**src/rtl/irq_router_pkg.sv**
```systemverilog
// Package: shared constants, access-kind encoding and offset helpers for
// the interrupt router. Assumes at most four CPUs (two banks of two).
package irq_router_pkg;

    localparam int DATA_W  = 64;
    localparam int ADDR_W  = 12;
    localparam int BE_W    = DATA_W / 8;
    localparam int MAX_CPU = 4;

    localparam logic [ADDR_W-1:0] RAW_OFS   = 12'h300;
    localparam int                BANK_STEP = 'h400;
    localparam int                CPU_STEP  = 'h40;
    localparam int                VIEW_GAP  = 'h80;

    // What a decoded register offset selects.
    typedef enum logic [1:0] {
        SEL_NONE = 2'd0,
        SEL_MASK = 2'd1,
        SEL_VIEW = 2'd2,
        SEL_RAW  = 2'd3
    } sel_kind_e;

    // Offset of the mask register of CPU c.
    function automatic logic [ADDR_W-1:0] mask_ofs(input int c);
        int v;
        v = 'h200 + (c / 2) * BANK_STEP + (c % 2) * CPU_STEP;
        return v[ADDR_W-1:0];
    endfunction

    // Offset of the masked view of CPU c.
    function automatic logic [ADDR_W-1:0] view_ofs(input int c);
        int v;
        v = int'(mask_ofs(c)) + VIEW_GAP;
        return v[ADDR_W-1:0];
    endfunction

endpackage

```
**src/rtl/irq_raw_capture.sv**
```systemverilog
// Module: irq_raw_capture
// Samples the device interrupt levels into the shared raw request register
// and merges the legacy cascade line into its assigned bit. Bits above NSRC
// read as zero. Assumes the device levels are already synchronous to clk.
module irq_raw_capture
    import irq_router_pkg::*;
#(
    parameter int NSRC        = 64,
    parameter int CASCADE_BIT = 55
) (
    input  logic              clk,
    input  logic              rst_n,
    input  logic [NSRC-1:0]   dev_irq_i,
    input  logic              cascade_irq_i,
    output logic [DATA_W-1:0] raw_next_o,
    output logic [DATA_W-1:0] raw_o
);

    logic [DATA_W-1:0] raw_q;

    // Build the next raw value bit by bit: live sources, cascade merge, tie-offs.
    for (genvar i = 0; i < DATA_W; i++) begin : g_bit
        if (i < NSRC) begin : g_live
            if (i == CASCADE_BIT) begin : g_casc
                assign raw_next_o[i] = dev_irq_i[i] | cascade_irq_i;
            end else begin : g_plain
                assign raw_next_o[i] = dev_irq_i[i];
            end
        end else begin : g_tied
            assign raw_next_o[i] = 1'b0;
        end
    end

    // Capture the raw request register every cycle; clear it on reset.
    always_ff @(posedge clk) begin
        if (!rst_n) raw_q <= '0;
        else        raw_q <= raw_next_o;
    end

    assign raw_o = raw_q;

    if (CASCADE_BIT < NSRC) begin : g_casc_chk
        p_cascade_sets_r3 : assert property (@(posedge clk) disable iff (!rst_n)
            cascade_irq_i |=> raw_o[CASCADE_BIT])
            else $error("cascade level not reflected in raw bit");
    end

endmodule

```
**src/rtl/irq_mask_bank.sv**
```systemverilog
// Module: irq_mask_bank
// Holds one 64-bit enable mask per CPU and the registered hard-interrupt
// output of each. The output is computed from the next mask and next raw
// value, so it tracks the registered state with no added delay.
module irq_mask_bank
    import irq_router_pkg::*;
#(
    parameter int NCPU = 4
) (
    input  logic                         clk,
    input  logic                         rst_n,
    input  logic [NCPU-1:0]              we_i,
    input  logic [DATA_W-1:0]            wdata_i,
    input  logic [DATA_W-1:0]            raw_next_i,
    input  logic [DATA_W-1:0]            raw_i,
    output logic [NCPU-1:0][DATA_W-1:0]  mask_o,
    output logic [NCPU-1:0]              irq_o
);

    for (genvar c = 0; c < NCPU; c++) begin : g_cpu
        logic [DATA_W-1:0] mask_q;
        logic [DATA_W-1:0] mask_nxt;
        logic              irq_q;

        // Select between the held mask and a fresh firmware write.
        always_comb begin
            mask_nxt = we_i[c] ? wdata_i : mask_q;
        end

        // Register the mask and the CPU's request level together.
        always_ff @(posedge clk) begin
            if (!rst_n) begin
                mask_q <= '0;
                irq_q  <= 1'b0;
            end else begin
                mask_q <= mask_nxt;
                irq_q  <= |(mask_nxt & raw_next_i);
            end
        end

        assign mask_o[c] = mask_q;
        assign irq_o[c]  = irq_q;

        p_irq_level_r6 : assert property (@(posedge clk) disable iff (!rst_n)
            irq_o[c] == |(mask_o[c] & raw_i))
            else $error("cpu output disagrees with mask and raw state");

        p_mask_hold_r8 : assert property (@(posedge clk) disable iff (!rst_n)
            !we_i[c] |=> $stable(mask_o[c]))
            else $error("mask changed without a write enable");
    end

endmodule

```
**src/rtl/irq_reg_port.sv**
```systemverilog
// Module: irq_reg_port
// Decodes full-width register accesses, generates mask write enables and
// returns a registered response one cycle after each request. Illegal
// byte enables and unmapped offsets return zero and pulse the error flag.
module irq_reg_port
    import irq_router_pkg::*;
#(
    parameter int NCPU = 4
) (
    input  logic                         clk,
    input  logic                         rst_n,
    input  logic                         req_valid_i,
    input  logic                         req_write_i,
    input  logic [ADDR_W-1:0]            req_addr_i,
    input  logic [BE_W-1:0]              req_be_i,
    input  logic [NCPU-1:0][DATA_W-1:0]  mask_i,
    input  logic [DATA_W-1:0]            raw_i,
    output logic [NCPU-1:0]              mask_we_o,
    output logic                         rsp_valid_o,
    output logic [DATA_W-1:0]            rsp_data_o,
    output logic                         rsp_err_o
);

    sel_kind_e         kind;
    logic [NCPU-1:0]   mask_hit;
    logic [DATA_W-1:0] rd_sel;
    logic              full_width;
    logic              legal;

    // Decode the offset into an access kind and the value it would read.
    always_comb begin
        kind     = SEL_NONE;
        mask_hit = '0;
        rd_sel   = '0;
        if (req_addr_i == RAW_OFS) begin
            kind   = SEL_RAW;
            rd_sel = raw_i;
        end
        for (int c = 0; c < NCPU; c++) begin
            if (req_addr_i == mask_ofs(c)) begin
                kind        = SEL_MASK;
                mask_hit[c] = 1'b1;
                rd_sel      = mask_i[c];
            end
            if (req_addr_i == view_ofs(c)) begin
                kind   = SEL_VIEW;
                rd_sel = mask_i[c] & raw_i;
            end
        end
    end

    // Qualify the access: full width and a mapped offset.
    always_comb begin
        full_width = &req_be_i;
        legal      = req_valid_i && full_width && (kind != SEL_NONE);
    end

    // Only legal writes to a mask offset reach the mask bank.
    always_comb begin
        mask_we_o = (legal && req_write_i) ? mask_hit : '0;
    end

    // Register the response: strobe, read data and error flag.
    always_ff @(posedge clk) begin
        if (!rst_n) begin
            rsp_valid_o <= 1'b0;
            rsp_data_o  <= '0;
            rsp_err_o   <= 1'b0;
        end else begin
            rsp_valid_o <= req_valid_i;
            rsp_data_o  <= (legal && !req_write_i) ? rd_sel : '0;
            rsp_err_o   <= req_valid_i && !legal;
        end
    end

    p_rsp_follows_r10 : assert property (@(posedge clk) disable iff (!rst_n)
        req_valid_i |=> rsp_valid_o)
        else $error("request without response");

    p_rsp_idle_r10 : assert property (@(posedge clk) disable iff (!rst_n)
        !req_valid_i |=> !rsp_valid_o)
        else $error("response without request");

    p_err_zero_r9 : assert property (@(posedge clk) disable iff (!rst_n)
        rsp_err_o |-> (rsp_data_o == '0) && rsp_valid_o)
        else $error("error response carried data");

    p_partial_no_write_r8 : assert property (@(posedge clk) disable iff (!rst_n)
        (req_valid_i && !(&req_be_i)) |-> (mask_we_o == '0))
        else $error("partial access enabled a mask write");

endmodule

```
**src/rtl/irq_router.sv**
```systemverilog
// Module: irq_router (top)
// Routes device interrupt levels to per-CPU hard-interrupt outputs through
// per-CPU masks. Assumes NCPU <= 4, NSRC <= 64 and synchronous sources.
module irq_router
    import irq_router_pkg::*;
#(
    parameter int NSRC        = 64,
    parameter int NCPU        = 4,
    parameter int CASCADE_BIT = 55
) (
    input  logic              clk,
    input  logic              rst_n,
    input  logic [NSRC-1:0]   dev_irq_i,
    input  logic              cascade_irq_i,
    input  logic              req_valid_i,
    input  logic              req_write_i,
    input  logic [ADDR_W-1:0] req_addr_i,
    input  logic [BE_W-1:0]   req_be_i,
    input  logic [DATA_W-1:0] req_wdata_i,
    output logic              rsp_valid_o,
    output logic [DATA_W-1:0] rsp_data_o,
    output logic              rsp_err_o,
    output logic [NCPU-1:0]   cpu_irq_o
);

    logic [DATA_W-1:0]           raw_next;
    logic [DATA_W-1:0]           raw_q;
    logic [NCPU-1:0][DATA_W-1:0] mask_q;
    logic [NCPU-1:0]             mask_we;

    irq_raw_capture #(
        .NSRC        (NSRC),
        .CASCADE_BIT (CASCADE_BIT)
    ) u_capture (
        .clk           (clk),
        .rst_n         (rst_n),
        .dev_irq_i     (dev_irq_i),
        .cascade_irq_i (cascade_irq_i),
        .raw_next_o    (raw_next),
        .raw_o         (raw_q)
    );

    irq_mask_bank #(
        .NCPU (NCPU)
    ) u_masks (
        .clk        (clk),
        .rst_n      (rst_n),
        .we_i       (mask_we),
        .wdata_i    (req_wdata_i),
        .raw_next_i (raw_next),
        .raw_i      (raw_q),
        .mask_o     (mask_q),
        .irq_o      (cpu_irq_o)
    );

    irq_reg_port #(
        .NCPU (NCPU)
    ) u_port (
        .clk         (clk),
        .rst_n       (rst_n),
        .req_valid_i (req_valid_i),
        .req_write_i (req_write_i),
        .req_addr_i  (req_addr_i),
        .req_be_i    (req_be_i),
        .mask_i      (mask_q),
        .raw_i       (raw_q),
        .mask_we_o   (mask_we),
        .rsp_valid_o (rsp_valid_o),
        .rsp_data_o  (rsp_data_o),
        .rsp_err_o   (rsp_err_o)
    );

    p_reset_quiet_r1 : assert property (@(posedge clk)
        !rst_n |=> (cpu_irq_o == '0) && !rsp_valid_o && !rsp_err_o)
        else $error("outputs active after reset");

endmodule

```
**config.mk**
```make
export PLATFORM = sky130hd
export DESIGN_NAME = irq_router
export DESIGN_NICKNAME = d
export VERILOG_FILES = /design/src/rtl/irq_router_pkg.sv /design/src/rtl/irq_raw_capture.sv /design/src/rtl/irq_mask_bank.sv /design/src/rtl/irq_reg_port.sv /design/src/rtl/irq_router.sv
export SDC_FILE = /design/constraint.sdc
export NUM_CORES = 1
export LEC_CHECK = 0
export BUFFER_PORTS_ARGS = -buffer_cell sky130_fd_sc_hd__buf_2
export CAP_MARGIN = 20
export CORE_ASPECT_RATIO = 0.5
export CORE_UTILIZATION = 56
export CTS_CLUSTER_DIAMETER = 120
export CTS_CLUSTER_SIZE = 8
export DETAILED_ROUTE_END_ITERATION = 10
export PLACE_DENSITY_LB_ADDON = 0.12
export SYNTH_ARGS = -nofsm -noshare
export SYNTH_HDL_FRONTEND = slang
export SYNTH_SLANG_ARGS = --single-unit
```
**constraint.sdc**
```tcl
create_clock -name clk -period 8.7 [get_ports clk]
set_input_delay 0.435 -clock clk [delete_from_list [all_inputs] [get_ports clk]]
set_output_delay 0.435 -clock clk [all_outputs]
set_load 0.02 [all_outputs]
```
# ---- Word level (Yosys, flattened, before mapping)
# Index checks and enable logic that the tools add are counted.
dict set report totals {
  ff_bits 390
  input_bits 153
  output_inout_bits 70
}
dict set report op_classes {
  eq_ne 9
  mux 27
  bitwise 9
  n_reduce_logical 14
}
# cell n
set ops {}
lappend ops {{64-bit 2-to-1 mux} 13}
lappend ops {{64-bit AND} 8}
lappend ops {{64-bit OR reduction} 4}
lappend ops {{12-bit by 10-bit equality test with 1-bit output (second input constant)} 5}
lappend ops {{12-bit by 11-bit equality test with 1-bit output (second input constant)} 4}
lappend ops {{2-bit 2-to-1 mux} 9}
lappend ops {{8-bit AND reduction} 1}
lappend ops {{1-bit logical AND} 5}
lappend ops {{1-bit 2-to-1 mux} 4}
lappend ops {{4-bit 2-to-1 mux} 1}
lappend ops {{1-bit zero test} 2}
lappend ops {{2-bit AND reduction} 1}
lappend ops {{2-bit nonzero test} 1}
lappend ops {{1-bit OR} 1}

# ---- Logic depth before layout (Yosys ltp)
dict set report depth {
  ltp_word 17
  ltp_mapped 12
  ltp_nobuf 7
}

# ---- Modules after synthesis
# From an unflattened synthesis, not the netlist that was laid out.
dict set report hier_totals {
  hier_cells 2451
  hier_area_um2 20946.3
}
# mod n_inst cells_each area_each_um2
set by_module_without_submodules {}
lappend by_module_without_submodules {irq_mask_bank 1 1069 10503.8}
lappend by_module_without_submodules {irq_reg_port 1 1184 8250.4}
lappend by_module_without_submodules {irq_raw_capture 1 198 2192.1}

# ---- Least setup slack after synthesis
# Ideal clock, no wire load.
dict set report synth_timing {
  path_kind {input to register}
  from {in req_addr_i[10]}
  to {reg u_masks.g_cpu[1].irq_q}
  t_arrival_ps 3245
  slack_ps 5330
  path_stages 9
  path_buffers 2
  path_cell_list {buf_2 o31a_1 or3_4 nor3_4 buf_6 mux2_2 a2111o_1 or4_1 o41a_1}
}
dict set report synth_via {
  elab_chain_len 17
}
# item line
set synth_rtl {}
lappend synth_rtl {{from (decl)} irq_router.sv:17} ;# input logic [ADDR_W-1:0] req_addr_i,
lappend synth_rtl {{12-bit by 10-bit equality test with 1-bit output} irq_reg_port.sv:35} ;# if (req_addr_i == RAW_OFS) begin
lappend synth_rtl {{2-bit 2-to-1 mux} irq_reg_port.sv:35}
lappend synth_rtl {{2-bit 2-to-1 mux} irq_reg_port.sv:40} ;# if (req_addr_i == mask_ofs(c)) begin
lappend synth_rtl {{2-bit 2-to-1 mux} irq_reg_port.sv:45} ;# if (req_addr_i == view_ofs(c)) begin
lappend synth_rtl {{2-bit 2-to-1 mux} irq_reg_port.sv:40}
lappend synth_rtl {{2-bit 2-to-1 mux} irq_reg_port.sv:45}
lappend synth_rtl {{2-bit 2-to-1 mux} irq_reg_port.sv:40}
lappend synth_rtl {{2-bit 2-to-1 mux} irq_reg_port.sv:45}
lappend synth_rtl {{2-bit 2-to-1 mux} irq_reg_port.sv:40}
lappend synth_rtl {{2-bit 2-to-1 mux} irq_reg_port.sv:45}
lappend synth_rtl {{2-bit nonzero test} irq_reg_port.sv:55} ;# legal = req_valid_i && full_width && (kind != SEL_NONE);
lappend synth_rtl {{1-bit logical AND} irq_reg_port.sv:55}
lappend synth_rtl {{1-bit logical AND} irq_reg_port.sv:60} ;# mask_we_o = (legal && req_write_i) ? mask_hit : '0;
lappend synth_rtl {{4-bit 2-to-1 mux *} irq_reg_port.sv:60}
lappend synth_rtl {{64-bit 2-to-1 mux *} irq_mask_bank.sv:27} ;# mask_nxt = we_i[c] ? wdata_i : mask_q;
lappend synth_rtl {{64-bit AND *} irq_mask_bank.sv:37} ;# irq_q <= |(mask_nxt & raw_next_i);
lappend synth_rtl {{64-bit OR reduction *} irq_mask_bank.sv:37}
lappend synth_rtl {{to (signal assigned)} irq_mask_bank.sv:37}
lappend synth_rtl {{to (decl)} irq_mask_bank.sv:23} ;# logic irq_q;
# Mark *: on every way between the ends. The rest lies on a longest branch, timed or not.
# A chain may end at the register's enable or synchronous reset.

# ---- Worst setup path after layout
dict set report layout_timing {
  from {in req_addr_i[6]}
  to {reg u_masks.g_cpu[1].irq_q}
}
# Same word-level chain as after synthesis.

==> reports/results.ini <==
[routing]
remaining_drc_errors = 0
drt_iter0_drc = 3581
via_per_inst = 6.99
wl_per_cell_um = 29.3
first_pass_iters = 7
vias = 20600
postRouteAntennaNets = 0
routed_wl_um = 86600

[timing]
fin_crit_ns = 4.66
setup-tns-final_ns = 0
finClkSkew_ns = 0.0199
relSlewSlack = 0.268
worst_slew_pin_slew_ns = 1.10
period_share = 0.536
max_freq_ghz = 0.215
hold_viol = 0
rsz0062_at_grt = false
setup_viol = 0
slew_viol_final = 0
holdWs_ns = 0.136

[grt]
grt_max_degree = 105
groute.usage.overall = 0.480
antenna_found_initial = 14
grt_pass1_wl_um = 124000
grt_pass1_vias = 18000
grt_overflow = 0

[yosys]
avgSynthCellArea_um2 = 8.10
synth_edf_count = 0
syn_nets = 2522
ys.flop_type = dfxtp_1
synth_common_cells = nand2_1, dfxtp_1, a21oi_1
synth.most_common_cell = nand2_1
yosysSeqAreaShare = 0.407
synth_cell_type_count = 60
synth_area_um2 = 19200
synthAdderAreaFrac = 0
synth.largest_area_cell = dfxtp_1
synth_compound_area_frac = 0.301
synthMuxAreaShare = 0.0569
netlist.area_leader.share = 0.407
synth_area_leaders = dfxtp_1, nand2_1, a21oi_1
synth-seq-cells = 390
synth_top_family_by_area = compound AO/OA/AOI/OAI gates
async_flop_share = 0
netlist_instances = 2369
ys_warn_count = 0
synth-xor-area-share = 0
synthSimpleGateAreaFrac = 0.193

[setup_path]
cp_common_cell = buf_4
max_stage_delay_ns = 0.89
worst_setup_path_start_kind = input port
critPathSlowestCell = buf_4
crit_required_ns = 9.18
cp_cell_sequence = buf_4 -> buf_4 -> nand4_1 -> nor3_4 -> buf_4 -> buf_4 -> mux2_2 -> a22o_1 -> or4_1 -> o41a_1
critPathArrivalTime_ns = 5.13
path_class = in -> reg
path_max_fanout = 80
endpoint_kind = register

[power]
swShare = 0.247
p_int_mw = 2.97
power_frac_seq = 0.460
power_density_nw_per_um2 = 181
ir_worst_vdd_v = 0.000140
p_sw_uw = 976
leakagePower_nw = 8.46
p_clk_frac = 0.479
pwr-share-comb = 0.061

[flow_run]
cap_violations = 0

[floorplanning]
start_util = 0.575
die_y_um = 133
die_width_um = 264
io_pins = 223
row_count = 47
core_area_um2 = 33400
dieArea_um2 = 35100

[final_layout]
fin_area_um2 = 21900
post-route-util = 0.655
drive_gt1_frac = 0.162
finalNetCount = 2652
area_growth_pct = 14.0

[clock_network]
postCtsSetupBuffers = 0
clkLatencyLatePin_ns = 0.59
clkTransAtPathRegs_ns = 0.05
clock_path_buffers = 3
cts_buffers = 54
cts_hold_buf = 0
clock_sink_count = 390
cts_tree = done
cts_root_buffer = clkbuf_16
cts_resized = 0
ctsHtreeMaxLevel = 2

[placed_design]
post_dp_cell_area_um2 = 20400
gp_congestion = 1.06
post-dp-hpwl_um = 59300
portBuffers = 222

[outcome]
status = completed

[min_path]
worstHoldPathType = in -> reg

==> per-stage QoR <==
step / setup slack (ns) / std cells / total power, mW
3_5_place_dp: 3.56 / 2884 / 2.07
6_report: 4.04 / 2952 / 3.95
3_3_place_gp: 3.64 / 2884 / 2.07
4_1_cts: 4.16 / 2942 / 3.92
5_1_grt: 3.93 / 2946 / 4.02
2_1_floorplan: 5.33 / 2369 / 1.93
==> per-layer routing <==
layer,track usage,up-vias,share of wire
met5,0.00270,-,0.0014
met4,0.144,12,0.032
met3,0.241,236,0.19
met2,0.627,1765,0.38
met1,0.675,9781,0.40
li1,-,8841,-
==> power groups by stage <==
stage	Combinational [mW]	Sequential (mW)	Clock (mW)
floorplan	0.0785	1.85	0
global placement	0.221	1.85	0
detailed placement	0.221	1.85	0
CTS	0.222	1.82	1.88
global route	0.238	1.82	1.96
finish	0.240	1.82	1.89
==> path summary, 6_finish.rpt <==
| check | startpoint | end | slack (ns) | cells after the start |
|---|---|---|---|---|
| worst min register to register | u_masks.g_cpu[1].mask_q[55] | u_masks.g_cpu[1].mask_q[55] | 0.47 | 2 |
| worst min-delay path | req_wdata_i[46] | u_masks.g_cpu[1].mask_q[46] | 0.14 | 3 |
| worst max-delay path | req_addr_i[6] | u_masks.g_cpu[1].irq_q | 4.04 | 10 |
| worst max register to register | u_masks.g_cpu[0].mask_q[12] | u_masks.g_cpu[0].irq_q | 5.49 | 7 |
==> critical path, delay by kind of cell <==
kind	cells	cell delay, ns
muxes	1	0.41
and+or+nand+nor	3	1.08
AOI/OAI and AO/OA	2	0.66
buffers and inverters	4	2.53
==> layout make-up <==
type	count	area, um^2
fillers	2874	11500
clock inverters	2	28.8
multi-input cells	1777	10600
flip-flops and latches	390	7810
clock buffers	56	1390
inverters	23	93.8
diodes	10	25.0
well taps	441	552
repair buffers	253	1350
==> layout by cell type, fill, tap and decap left out, types with 15 or more instances in the layout <==
cell type  synthesis  final
mux2i_1           36     36
buf_2              5    220
a22oi_1           90     90
nor2_1            44     43
a21o_1           114    114
inv_1             21     21
a22o_1            63     63
clkbuf_16          0     55
a21boi_0          46     46
mux2_2            65     65
o211ai_1          25     25
and4_1            16     15
nand2_1          520    520
o21ai_0          101    101
a21oi_1          283    283
a31oi_1           36     36
nand4_1           37     37
and2_1           123    123
a221oi_1          36     36
dfxtp_1          390    390
buf_4              4     33
==> cell families (layout without fill, tap and decap cells) <==
kind of cell / Yosys count / after routing
and+or+nand+nor: 805 / 805
buffers and inverters: 202 / 334
AOI/OAI and AO/OA: 871 / 871
muxes: 101 / 101
DFF: 390 / 390
other: 0 / 10
==> state kept, by name, summed over array words and instances, names as in the netlist <==
signal                count
u_capture.raw_o          64
u_masks.g_cpu.irq_q       4
u_masks.g_cpu.mask_q    256
u_port.rsp_data_o        64
u_port.rsp_err_o          1
u_port.rsp_valid_o        1
No activity file was read; power rests on OpenSTA's default activity.
